`src/rtl/otp_pkg.sv`:
```
package otp_pkg;

    localparam int unsigned DATA_W  = 32;
    localparam int unsigned FADDR_W = 6;

    // control register field positions
    localparam int unsigned CTL_BUSY_BIT = 8;
    localparam int unsigned CTL_ERR_BIT  = 9;
    localparam int unsigned CTL_OPEN_BIT = 12;
    localparam int unsigned CTL_KEY_LSB  = 16;

    // register offsets
    localparam int unsigned OFS_CTRL     = 'h000;
    localparam int unsigned OFS_CTRL_SET = 'h004;
    localparam int unsigned OFS_CTRL_CLR = 'h008;
    localparam int unsigned OFS_DATA     = 'h010;
    localparam int unsigned OFS_SHADOW   = 'h100;
    localparam int unsigned SHADOW_SHIFT = 4;

    typedef enum logic [1:0] {
        SEQ_IDLE,
        SEQ_WAIT,
        SEQ_LOAD,
        SEQ_PROG
    } seq_state_e;

endpackage

```
`src/rtl/otp_seq.sv`:
```
module otp_seq
    import otp_pkg::*;
#(
    parameter int unsigned LOAD_DELAY  = 4,
    parameter int unsigned LOAD_CYCLES = 40,
    parameter int unsigned PROG_CYCLES = 200,
    parameter int unsigned MASK_W      = 32,
    parameter int unsigned ADR_W       = 6
) (
    input  logic              clk,
    input  logic              rst_n,
    input  logic              start_load_i,
    input  logic              start_prog_i,
    input  logic [ADR_W-1:0]  prog_addr_i,
    input  logic [MASK_W-1:0] prog_mask_i,
    output logic              idle_o,
    output logic              busy_o,
    output logic              copy_o,
    output logic              prog_we_o,
    output logic [ADR_W-1:0]  we_addr_o,
    output logic [MASK_W-1:0] we_mask_o
);

    localparam int unsigned MAX_LD  = (LOAD_DELAY > LOAD_CYCLES) ? LOAD_DELAY : LOAD_CYCLES;
    localparam int unsigned CNT_MAX = (MAX_LD > PROG_CYCLES) ? MAX_LD : PROG_CYCLES;
    localparam int unsigned CNT_W   = $clog2(CNT_MAX + 1);

    typedef struct packed {
        seq_state_e        state;
        logic [CNT_W-1:0]  cnt;
        logic [ADR_W-1:0]  addr;
        logic [MASK_W-1:0] mask;
    } seq_t;

    seq_t seq_d, seq_q;
    logic last_cnt;

    assign last_cnt = (seq_q.cnt == '0);

    always_comb begin
        seq_d     = seq_q;
        copy_o    = 1'b0;
        prog_we_o = 1'b0;
        unique case (seq_q.state)
            SEQ_IDLE: begin
                if (start_prog_i) begin
                    seq_d.state = SEQ_PROG;
                    seq_d.cnt   = CNT_W'(PROG_CYCLES - 1);
                    seq_d.addr  = prog_addr_i;
                    seq_d.mask  = prog_mask_i;
                end else if (start_load_i) begin
                    seq_d.state = SEQ_WAIT;
                    seq_d.cnt   = CNT_W'(LOAD_DELAY - 1);
                end
            end
            SEQ_WAIT: begin
                if (last_cnt) begin
                    seq_d.state = SEQ_LOAD;
                    seq_d.cnt   = CNT_W'(LOAD_CYCLES - 1);
                end else begin
                    seq_d.cnt = seq_q.cnt - CNT_W'(1);
                end
            end
            SEQ_LOAD: begin
                if (last_cnt) begin
                    copy_o      = 1'b1;
                    seq_d.state = SEQ_IDLE;
                end else begin
                    seq_d.cnt = seq_q.cnt - CNT_W'(1);
                end
            end
            SEQ_PROG: begin
                if (last_cnt) begin
                    prog_we_o   = 1'b1;
                    seq_d.state = SEQ_IDLE;
                end else begin
                    seq_d.cnt = seq_q.cnt - CNT_W'(1);
                end
            end
            default: seq_d.state = SEQ_IDLE;
        endcase
    end

    always_ff @(posedge clk or negedge rst_n) begin
        if (!rst_n) begin
            seq_q <= '{state: SEQ_IDLE, cnt: '0, addr: '0, mask: '0};
        end else begin
            seq_q <= seq_d;
        end
    end

    assign idle_o    = (seq_q.state == SEQ_IDLE);
    assign busy_o    = (seq_q.state == SEQ_LOAD) || (seq_q.state == SEQ_PROG);
    assign we_addr_o = seq_q.addr;
    assign we_mask_o = seq_q.mask;

    AST_PROG_ONLY_FROM_IDLE: assert property (@(posedge clk) disable iff (!rst_n)
        start_prog_i |-> (seq_q.state == SEQ_IDLE));
    AST_LOAD_BUSY_LATE: assert property (@(posedge clk) disable iff (!rst_n)
        (start_load_i && !start_prog_i && seq_q.state == SEQ_IDLE) |=> !busy_o);
    AST_COPY_ENDS_BUSY: assert property (@(posedge clk) disable iff (!rst_n)
        copy_o |=> !busy_o);

endmodule

```
`src/rtl/otp_fuse_store.sv`:
```
module otp_fuse_store
    import otp_pkg::*;
#(
    parameter int unsigned NUM_WORDS = 40,
    parameter int unsigned WORD_W    = 32,
    parameter int unsigned ADR_W     = 6,
    parameter int unsigned IDX_W     = 6
) (
    input  logic              clk,
    input  logic              rst_n,
    input  logic              prog_we_i,
    input  logic [ADR_W-1:0]  prog_addr_i,
    input  logic [WORD_W-1:0] prog_mask_i,
    input  logic              copy_i,
    input  logic [IDX_W-1:0]  rd_idx_i,
    output logic [WORD_W-1:0] shadow_o
);

    typedef struct packed {
        logic [NUM_WORDS-1:0][WORD_W-1:0] fuse;
        logic [NUM_WORDS-1:0][WORD_W-1:0] shadow;
    } store_t;

    store_t st_d, st_q;

    always_comb begin
        st_d = st_q;
        for (int w = 0; w < NUM_WORDS; w++) begin
            if (prog_we_i && (prog_addr_i == ADR_W'(w))) begin
                st_d.fuse[w] = st_q.fuse[w] | prog_mask_i;
            end
            if (copy_i) begin
                st_d.shadow[w] = st_q.fuse[w];
            end
        end
    end

    always_ff @(posedge clk or negedge rst_n) begin
        if (!rst_n) begin
            st_q <= '0;
        end else begin
            st_q <= st_d;
        end
    end

    always_comb begin
        shadow_o = '0;
        for (int w = 0; w < NUM_WORDS; w++) begin
            if (rd_idx_i == IDX_W'(w)) begin
                shadow_o = st_q.shadow[w];
            end
        end
    end

    generate
        for (genvar g = 0; g < NUM_WORDS; g++) begin : g_mono
            AST_FUSE_ONLY_SETS: assert property (@(posedge clk) disable iff (!rst_n)
                1'b1 |=> ((st_q.fuse[g] & $past(st_q.fuse[g])) == $past(st_q.fuse[g])));
        end
    endgenerate

    AST_WRITE_ADDR_VALID: assert property (@(posedge clk) disable iff (!rst_n)
        prog_we_i |-> (prog_addr_i < ADR_W'(NUM_WORDS)));
    AST_SHADOW_HOLDS: assert property (@(posedge clk) disable iff (!rst_n)
        !copy_i |=> $stable(st_q.shadow));

endmodule

```
`src/rtl/otp_fuse_ctrl.sv`:
```
module otp_fuse_ctrl
    import otp_pkg::*;
#(
    parameter int unsigned NUM_BANKS      = 5,
    parameter int unsigned WORDS_PER_BANK = 8,
    parameter int unsigned LOAD_DELAY     = 4,
    parameter int unsigned LOAD_CYCLES    = 40,
    parameter int unsigned PROG_CYCLES    = 200,
    parameter logic [15:0] UNLOCK_KEY     = 16'h5A3C,
    parameter int unsigned ADDR_W         = 10
) (
    input  logic              clk,
    input  logic              rst_n,
    input  logic              bus_en,
    input  logic              bus_we,
    input  logic [ADDR_W-1:0] bus_addr,
    input  logic [31:0]       bus_wdata,
    output logic [31:0]       bus_rdata
);

    localparam int unsigned NUM_WORDS = NUM_BANKS * WORDS_PER_BANK;
    localparam int unsigned IDX_W     = ADDR_W - SHADOW_SHIFT;

    typedef struct packed {
        logic [FADDR_W-1:0] addr;
        logic               open;
        logic               err;
        logic [15:0]        key;
        logic [DATA_W-1:0]  data;
    } ctl_t;

    ctl_t ctl_d, ctl_q;

    logic wr_any, wr_ctrl, wr_set, wr_clr, wr_data;
    logic key_ok, req_bad;
    logic start_load, start_prog;
    logic seq_idle, seq_busy, seq_copy, seq_we;
    logic [FADDR_W-1:0] we_addr;
    logic [DATA_W-1:0]  we_mask;
    logic [ADDR_W-1:0]  sh_off;
    logic [IDX_W-1:0]   sh_idx;
    logic               sh_hit;
    logic [DATA_W-1:0]  sh_word;
    logic [31:0]        ctl_view;

    assign wr_any  = bus_en && bus_we;
    assign wr_ctrl = wr_any && (bus_addr == ADDR_W'(OFS_CTRL));
    assign wr_set  = wr_any && (bus_addr == ADDR_W'(OFS_CTRL_SET));
    assign wr_clr  = wr_any && (bus_addr == ADDR_W'(OFS_CTRL_CLR));
    assign wr_data = wr_any && (bus_addr == ADDR_W'(OFS_DATA));

    assign key_ok  = (ctl_q.key == UNLOCK_KEY);
    assign req_bad = !seq_idle || ctl_q.open || (ctl_q.addr >= FADDR_W'(NUM_WORDS));

    always_comb begin
        ctl_d      = ctl_q;
        start_prog = 1'b0;
        if (wr_ctrl) begin
            ctl_d.addr = bus_wdata[FADDR_W-1:0];
            ctl_d.open = bus_wdata[CTL_OPEN_BIT];
            ctl_d.key  = bus_wdata[CTL_KEY_LSB +: 16];
        end else if (wr_set) begin
            ctl_d.addr = ctl_q.addr | bus_wdata[FADDR_W-1:0];
            ctl_d.open = ctl_q.open | bus_wdata[CTL_OPEN_BIT];
            ctl_d.key  = ctl_q.key  | bus_wdata[CTL_KEY_LSB +: 16];
        end else if (wr_clr) begin
            ctl_d.addr = ctl_q.addr & ~bus_wdata[FADDR_W-1:0];
            ctl_d.open = ctl_q.open & ~bus_wdata[CTL_OPEN_BIT];
            ctl_d.key  = ctl_q.key  & ~bus_wdata[CTL_KEY_LSB +: 16];
            ctl_d.err  = ctl_q.err  & ~bus_wdata[CTL_ERR_BIT];
        end else if (wr_data && key_ok) begin
            ctl_d.data = bus_wdata;
            ctl_d.key  = '0;
            if (req_bad) begin
                ctl_d.err = 1'b1;
            end else begin
                start_prog = 1'b1;
            end
        end
        start_load = ctl_d.open && !ctl_q.open;
    end

    always_ff @(posedge clk or negedge rst_n) begin
        if (!rst_n) begin
            ctl_q <= '0;
        end else begin
            ctl_q <= ctl_d;
        end
    end

    otp_seq #(
        .LOAD_DELAY  (LOAD_DELAY),
        .LOAD_CYCLES (LOAD_CYCLES),
        .PROG_CYCLES (PROG_CYCLES),
        .MASK_W      (DATA_W),
        .ADR_W       (FADDR_W)
    ) seq_i (
        .clk          (clk),
        .rst_n        (rst_n),
        .start_load_i (start_load),
        .start_prog_i (start_prog),
        .prog_addr_i  (ctl_q.addr),
        .prog_mask_i  (bus_wdata),
        .idle_o       (seq_idle),
        .busy_o       (seq_busy),
        .copy_o       (seq_copy),
        .prog_we_o    (seq_we),
        .we_addr_o    (we_addr),
        .we_mask_o    (we_mask)
    );

    assign sh_off = bus_addr - ADDR_W'(OFS_SHADOW);
    assign sh_idx = sh_off[ADDR_W-1:SHADOW_SHIFT];
    assign sh_hit = (bus_addr >= ADDR_W'(OFS_SHADOW)) && (sh_off[SHADOW_SHIFT-1:0] == '0)
                    && (sh_idx < IDX_W'(NUM_WORDS));

    otp_fuse_store #(
        .NUM_WORDS (NUM_WORDS),
        .WORD_W    (DATA_W),
        .ADR_W     (FADDR_W),
        .IDX_W     (IDX_W)
    ) store_i (
        .clk         (clk),
        .rst_n       (rst_n),
        .prog_we_i   (seq_we),
        .prog_addr_i (we_addr),
        .prog_mask_i (we_mask),
        .copy_i      (seq_copy),
        .rd_idx_i    (sh_idx),
        .shadow_o    (sh_word)
    );

    always_comb begin
        ctl_view                          = '0;
        ctl_view[FADDR_W-1:0]             = ctl_q.addr;
        ctl_view[CTL_BUSY_BIT]            = seq_busy;
        ctl_view[CTL_ERR_BIT]             = ctl_q.err;
        ctl_view[CTL_OPEN_BIT]            = ctl_q.open;
        ctl_view[CTL_KEY_LSB +: 16]       = ctl_q.key;
    end

    always_comb begin
        bus_rdata = '0;
        if (bus_addr == ADDR_W'(OFS_CTRL) || bus_addr == ADDR_W'(OFS_CTRL_SET)
            || bus_addr == ADDR_W'(OFS_CTRL_CLR)) begin
            bus_rdata = ctl_view;
        end else if (bus_addr == ADDR_W'(OFS_DATA)) begin
            bus_rdata = ctl_q.data;
        end else if (sh_hit) begin
            bus_rdata = sh_word;
        end
    end

    AST_ERR_STICKY: assert property (@(posedge clk) disable iff (!rst_n)
        (ctl_q.err && !(wr_clr && bus_wdata[CTL_ERR_BIT])) |=> ctl_q.err);
    AST_NOKEY_NO_START: assert property (@(posedge clk) disable iff (!rst_n)
        (wr_data && !key_ok && seq_idle && !ctl_q.open) |=> !seq_busy);
    AST_KEY_CONSUMED: assert property (@(posedge clk) disable iff (!rst_n)
        (wr_data && key_ok) |=> (ctl_q.key == '0));
    AST_BAD_REQ_NO_START: assert property (@(posedge clk) disable iff (!rst_n)
        (wr_data && key_ok && ctl_q.addr >= FADDR_W'(NUM_WORDS)) |=> (ctl_q.err && !seq_busy));

endmodule

```
`config.mk`:
```
export PLATFORM = sky130hd
export DESIGN_NAME = otp_fuse_ctrl
export DESIGN_NICKNAME = d
export VERILOG_FILES = /design/src/rtl/otp_pkg.sv /design/src/rtl/otp_seq.sv /design/src/rtl/otp_fuse_store.sv /design/src/rtl/otp_fuse_ctrl.sv
export SDC_FILE = /design/constraint.sdc
export NUM_CORES = 2
export LEC_CHECK = 0
export BUFFER_PORTS_ARGS = -buffer_cell sky130_fd_sc_hd__buf_2
export CAP_MARGIN = 40
export CORE_MARGIN = 4
export CORE_UTILIZATION = 61
export CTS_CLUSTER_SIZE = 12
export DETAILED_ROUTE_END_ITERATION = 10
export PLACE_DENSITY = 0.77
export REMOVE_ABC_BUFFERS = 1
export SYNTH_ARGS = -nofsm -noshare
export SYNTH_HDL_FRONTEND = slang
export SYNTH_SLANG_ARGS = --single-unit
```
`constraint.sdc`:
```
create_clock -name clk -period 8.21 [get_ports clk]
set_input_delay 1.642 -clock clk [delete_from_list [all_inputs] [get_ports clk]]
set_output_delay 1.642 -clock clk [all_outputs]
set_load 0.01 [all_outputs]
```
# [Yosys cells after proc, flatten, opt, wreduce, memory -nomap -nowiden]
# Index checks and enable logic that the tools add are counted.
[classes] addsub=2 n_lt_le_gt_ge=3 n_mux=66 n_bitwise=54 n_eq_ne=89 reduce_logical=72
[op_table] op="32-bit two-way mux" n=43
[op_table] op="32-bit bitwise OR" n=40
[op_table] op="6-bit by 5-bit equality test with 1-bit output, second input constant" n=32
[op_table] op="6-bit by 4-bit equality test with 1-bit output, second input constant" n=16
[op_table] op="6-bit equality test, second input constant" n=16
[op_table] op="1-bit logical AND" n=49
[op_table] op="49-bit two-way mux" n=1
[op_table] op="6-bit by 3-bit equality test with 1-bit output, second input constant" n=8
[op_table] op="16-bit two-way mux" n=2
[op_table] op="10-bit case mux with 3 select lines" n=1
[op_table] op="6-bit by 2-bit equality test with 1-bit output, second input constant" n=4
[op_table] op="7-bit two-way mux" n=3
[op_table] op="10-bit two-way mux" n=2
[op_table] op="17-bit two-way mux" n=1
[op_table] op="16-bit AND" n=1
[op_table] op="16-bit by 15-bit equality test with 1-bit output, second input constant" n=1
[op_table] op="8-bit two-way mux" n=2
[op_table] op="16-bit NOT" n=1
[op_table] op="16-bit bitwise OR" n=1
[op_table] op="6-bit by 1-bit equality test with 1-bit output, second input constant" n=2
[op_table] op="6-bit logical NOT" n=2
[op_table] op="10-bit by 3-bit equality test with 1-bit output, second input constant" n=1
[op_table] op="10-bit by 4-bit equality test with 1-bit output, second input constant" n=1
[op_table] op="10-bit by 5-bit equality test with 1-bit output, second input constant" n=1
[op_table] op="other kinds (31)" n=55
[word_totals] reg_bits=2664 out_inout_bits=32 inputBits=46 wordCells=375

# [Logic depth before layout (Yosys ltp)]
[logic_depth] ltp_word=45 mapped_depth=12 ltp_nobuf=9

# [Cells and area by module]
# A second synthesis with hierarchy kept.
[hier_totals] hier_cells=7783 area_unflattened_um2=106659.8
[by_module_without_submodules] module="otp_fuse_store" cells_per_inst=7250 n_inst=1 seq_area_each_um2=64061.4 area_per_inst_um2=100845.5
[by_module_without_submodules] module="otp_fuse_ctrl" cells_per_inst=339 n_inst=1 seq_area_each_um2=1401.3 area_per_inst_um2=3465.8
[by_module_without_submodules] module="otp_seq" cells_per_inst=194 n_inst=1 seq_area_each_um2=1201.2 area_per_inst_um2=2348.5

# [Worst setup path after synthesis]
# Ideal clock, no wire load.
[synth_timing] kind="input-to-output" startpoint="input port bus_addr[6]" endpoint="output port bus_rdata[29]" required_time_ns=6.568 cell_stages=10 slack_ns=3.012 arrival_ns=3.556 path_buffers=3 path_cell_list="buf_4 -> or4b_1 -> buf_4 -> nor2_4 -> buf_4 -> a22oi_1 -> and3_1 -> o211ai_1 -> a21oi_1 -> o31ai_1"
[synth_between] elab_chain_cells=45 elab_cells_between_ends=94 classes_between="1 x add/sub; 2 x order compare; 42 x eq/ne; 43 x mux; 6 x reduce/logical"
[synth_lines] item="start, declared" line_no="otp_fuse_ctrl.sv:16" source="input logic [ADDR_W-1:0] bus_addr,"
[synth_lines] item="10-bit by 9-bit subtractor with 10-bit output" line_no="otp_fuse_ctrl.sv:112" source="assign sh_off = bus_addr - ADDR_W'(OFS_SHADOW);"
[synth_lines] item="6-bit logical NOT" line_no="otp_fuse_store.sv:49" source="if (rd_idx_i == IDX_W'(w)) begin"
[synth_lines] item="32-bit two-way mux (40 in a row)" line_no="otp_fuse_store.sv:49"
[synth_lines] item="32-bit two-way mux" line_no="otp_fuse_ctrl.sv:149" source="end else if (sh_hit) begin"
[synth_lines] item="32-bit two-way mux" line_no="otp_fuse_ctrl.sv:147" source="end else if (bus_addr == ADDR_W'(OFS_DATA)) begin"
[synth_lines] item="32-bit two-way mux (*)" line_no="otp_fuse_ctrl.sv:144" source="if (bus_addr == ADDR_W'(OFS_CTRL) || bus_addr == ADDR_W'(OFS_CTRL_SET)"
[synth_lines] item="end, declared" line_no="otp_fuse_ctrl.sv:18" source="output logic [31:0] bus_rdata"
# Every way passes the cells marked *; elsewhere a longest branch is shown, timed or not.

# [Worst setup path after layout]
[layout_timing] startpoint="input port bus_addr[4]" endpoint="output port bus_rdata[10]"
# The elaborated chain is that of the path after synthesis.

==> reports/metrics.cfg <==
[worst_setup_path]
crit_type=input port to primary output
path_cells=buf_8 -> buf_4 -> nand2b_2 -> nor2_1 -> buf_4 -> a221oi_1 -> a31o_1 -> o2111ai_1 -> nand2_1 -> a31oi_1 -> buf_2
crit_path_top_delay_cell=nor2_1
startpoint_type=input port
crit_family=buffers and inverters
slowest_delay_ns=0.78
cpMostUsedCell=buf_4
cp.required_ns=6.57
crit_start=bus_addr[4]
path_max_fanout=51
r2r-start=seq_i.seq_q[40]
critPathBufInv=4
end_kind=primary output
arrival_ns=5.94

[cells_and_area]
area_delta_synth_final_pct=10.8
layout_commonest_cell=nand2_1
drive_above_1_share_pct=8.92
mostFrequentLayoutCells=nand2_1, dfrtp_1, a21o_1, clkbuf_16, buf_4
final_core_util_pct=68.0
nets=10477

[sta]
hold_viol_final=0
skew_ns=0.0407
finalCritPeriodShare_pct=92.4
fmaxAchievable_mhz=132
setup_violations=0
tightest_slew_ns=1.22
holdWs_ns=0.438
rsz0062_at_grt=false
slew_headroom_pct=18.4
setup_slack_ns=0.627
maxSlewViolCount=0
timing.setup.tns_ns=0
period_needed_ns=7.58

[global_route]
grt_remaining_overflow=0
antenna_found_initial=14
gr-usage-all-layers_pct=39.9
grt_pass1_vias=83652
grt_max_degree=208
grt_pass1_wl_mm=539

[power_and_ir_drop]
p_clk_share_pct=46.6
sw_frac_of_total_pct=21.8
p_sw_mw=5.64
leakage_nw=72.3
p_comb_share_pct=2.6
seqPwrFrac_pct=50.8
ir_drop_mv=0.208
p_per_area_mw_per_mm2=218
p_total_mw=25.9
p_int_mw=20.2

[clock_tree]
clk_pin_slew_ns=0.06
cts_resized=0
htreeDepth=5
hold_buffers=0
insertion_delay_ns=0.94
tritoncts=done
clock-sinks=2664
clock_tree.buffer_depth=4
cts_made_buffers=288
cts_setup_buffers=0
root_buffer=clkbuf_16

[logic_synthesis]
yosys_warnings=0
syn_area_per_cell_um2=10.1
async_flop_share_pct=100
synth-edff-count=0
ys_ff_latch=2664
postSynthCellCount=10558
ys.flop_type=dfrtp_1
ys_seq_area_share_pct=62.3
syn_area_mm2=0.107
synth.distinct_cells=91

[detailed_routing]
num_vias=84855
ant_nets=0
via_per_inst=6.58
detail_route.wl_per_cell_um=28.1
drt_first_pass_iters=7
drc=0
drt-total-wl_mm=363
drtIter0Drc=13971

[floorplan]
die_w_um=427
core_mm2=0.174
io_pins=78
die_h_um=427
dieArea_mm2=0.182
start_util_pct=61.4
rows=153

[run_status]
status=completed

[hold_path]
hold_class=flip-flop to flip-flop
hold_path.startpoint=store_i.st_q[1430]

[placed_design]
place_hpwl_mm=221
dp_slack_ns=1.06
gp_congestion=1.00
portBuffers=77

[job]
drv_cap=0

==> area by class of cell <==
class / instances / area [um2]
flip-flops and latches: 2664 / 66700
fillers: 12837 / 55700
multi-input cells: 7085 / 37100
clock buffers: 400 / 8170
repair buffers: 370 / 3280
well taps: 2325 / 2910
clock inverters: 24 / 249
inverters: 20 / 75.1
diodes: 5 / 12.5
==> state kept, by name, indices dropped and copies added (netlist names) <==
name	cells
store_i.st_q	2560
ctl_q	56
seq_i.we_mask_o	32
seq_i.seq_q	10
seq_i.we_addr_o	6
==> worst paths after layout <==
path	end	slack (ns)	cells past startpoint
max in group asynchronous	store_i.st_q[225]	5.41	3
setup / recovery	bus_rdata[10]	0.63	11
setup reg to reg	store_i.st_q[1706]	4.43	8
hold / removal	store_i.st_q[150]	0.44	2
hold reg to reg	store_i.st_q[150]	0.44	2
min in group asynchronous	store_i.st_q[674]	0.64	1
==> through the flow <==
stage               std cells  instance area [um2]
floorplan                9769               104000
global placement        12440               110000
detailed placement      12463               110000
CTS                     12887               118000
global route            12889               119000
finish                  12893               119000
==> layer usage <==
| layer | track usage, % | vias up | part of all wire (%) |
|---|---|---|---|
| met1 | 53.6 | 42891 | 36 |
| li1 | - | 34655 | - |
| met2 | 57.4 | 5867 | 43 |
| met5 | 0 | - | 0.016 |
| met3 | 12.4 | 1434 | 13 |
| met4 | 23.9 | 8 | 7.2 |
==> power groups by stage <==
stage	combinational (mW)	sequential, mW	clock, mW
after detailed placement	0.666	13.4	0
after floorplan	0.119	13.4	0
final	0.680	13.1	12.1
after global routing	0.722	13.1	12.7
after CTS	0.668	13.1	12.1
after global placement	0.649	13.4	0
==> Yosys cell counts, drive strengths merged, types with 11 or more instances <==
cell	instances	share of area [%]
nand2b	16	0.094
a22oi	173	1.2
nor4	15	0.14
a31oi	15	0.088
a21oi	199	0.93
o2bb2ai	11	0.090
a2111oi	15	0.13
a221oi	59	0.49
mux2	62	0.65
a22o	19	0.16
buf	396	1.9
dfrtp	2664	62
and3	54	0.32
clkbuf	393	1.4
a211oi	31	0.22
nand2	4164	15
a21o	1286	9.0
nor3	35	0.21
nor2	203	0.82
nand4	33	0.19
inv	20	0.070
o21ai	204	0.95
or3	11	0.064
o221ai	31	0.25
o22ai	55	0.32
o211ai	27	0.19
a222oi	26	0.24
nand3	54	0.25
mux2i	52	0.49
nor2b	42	0.25
a221o	23	0.22
mux4	23	0.48
==> worst min-delay path, stage by stage, from the launching register on <==
cell,delay [ns]
dfrtp_1,0.34
nand2_1,0.05
nand2_1,0.06
==> kinds of logic after synthesis <==
family | synth area share, %
AND/OR/NAND/NOR | 17.5
flip-flops | 62.3
AO/OA/AOI/OAI | 15.2
buffers and inverters | 3.32
multiplexers | 1.62
XOR/XNOR | 0.0164
adder cells (fa/ha/maj) | 0.0234
No activity file was read; power rests on OpenSTA's default activity.
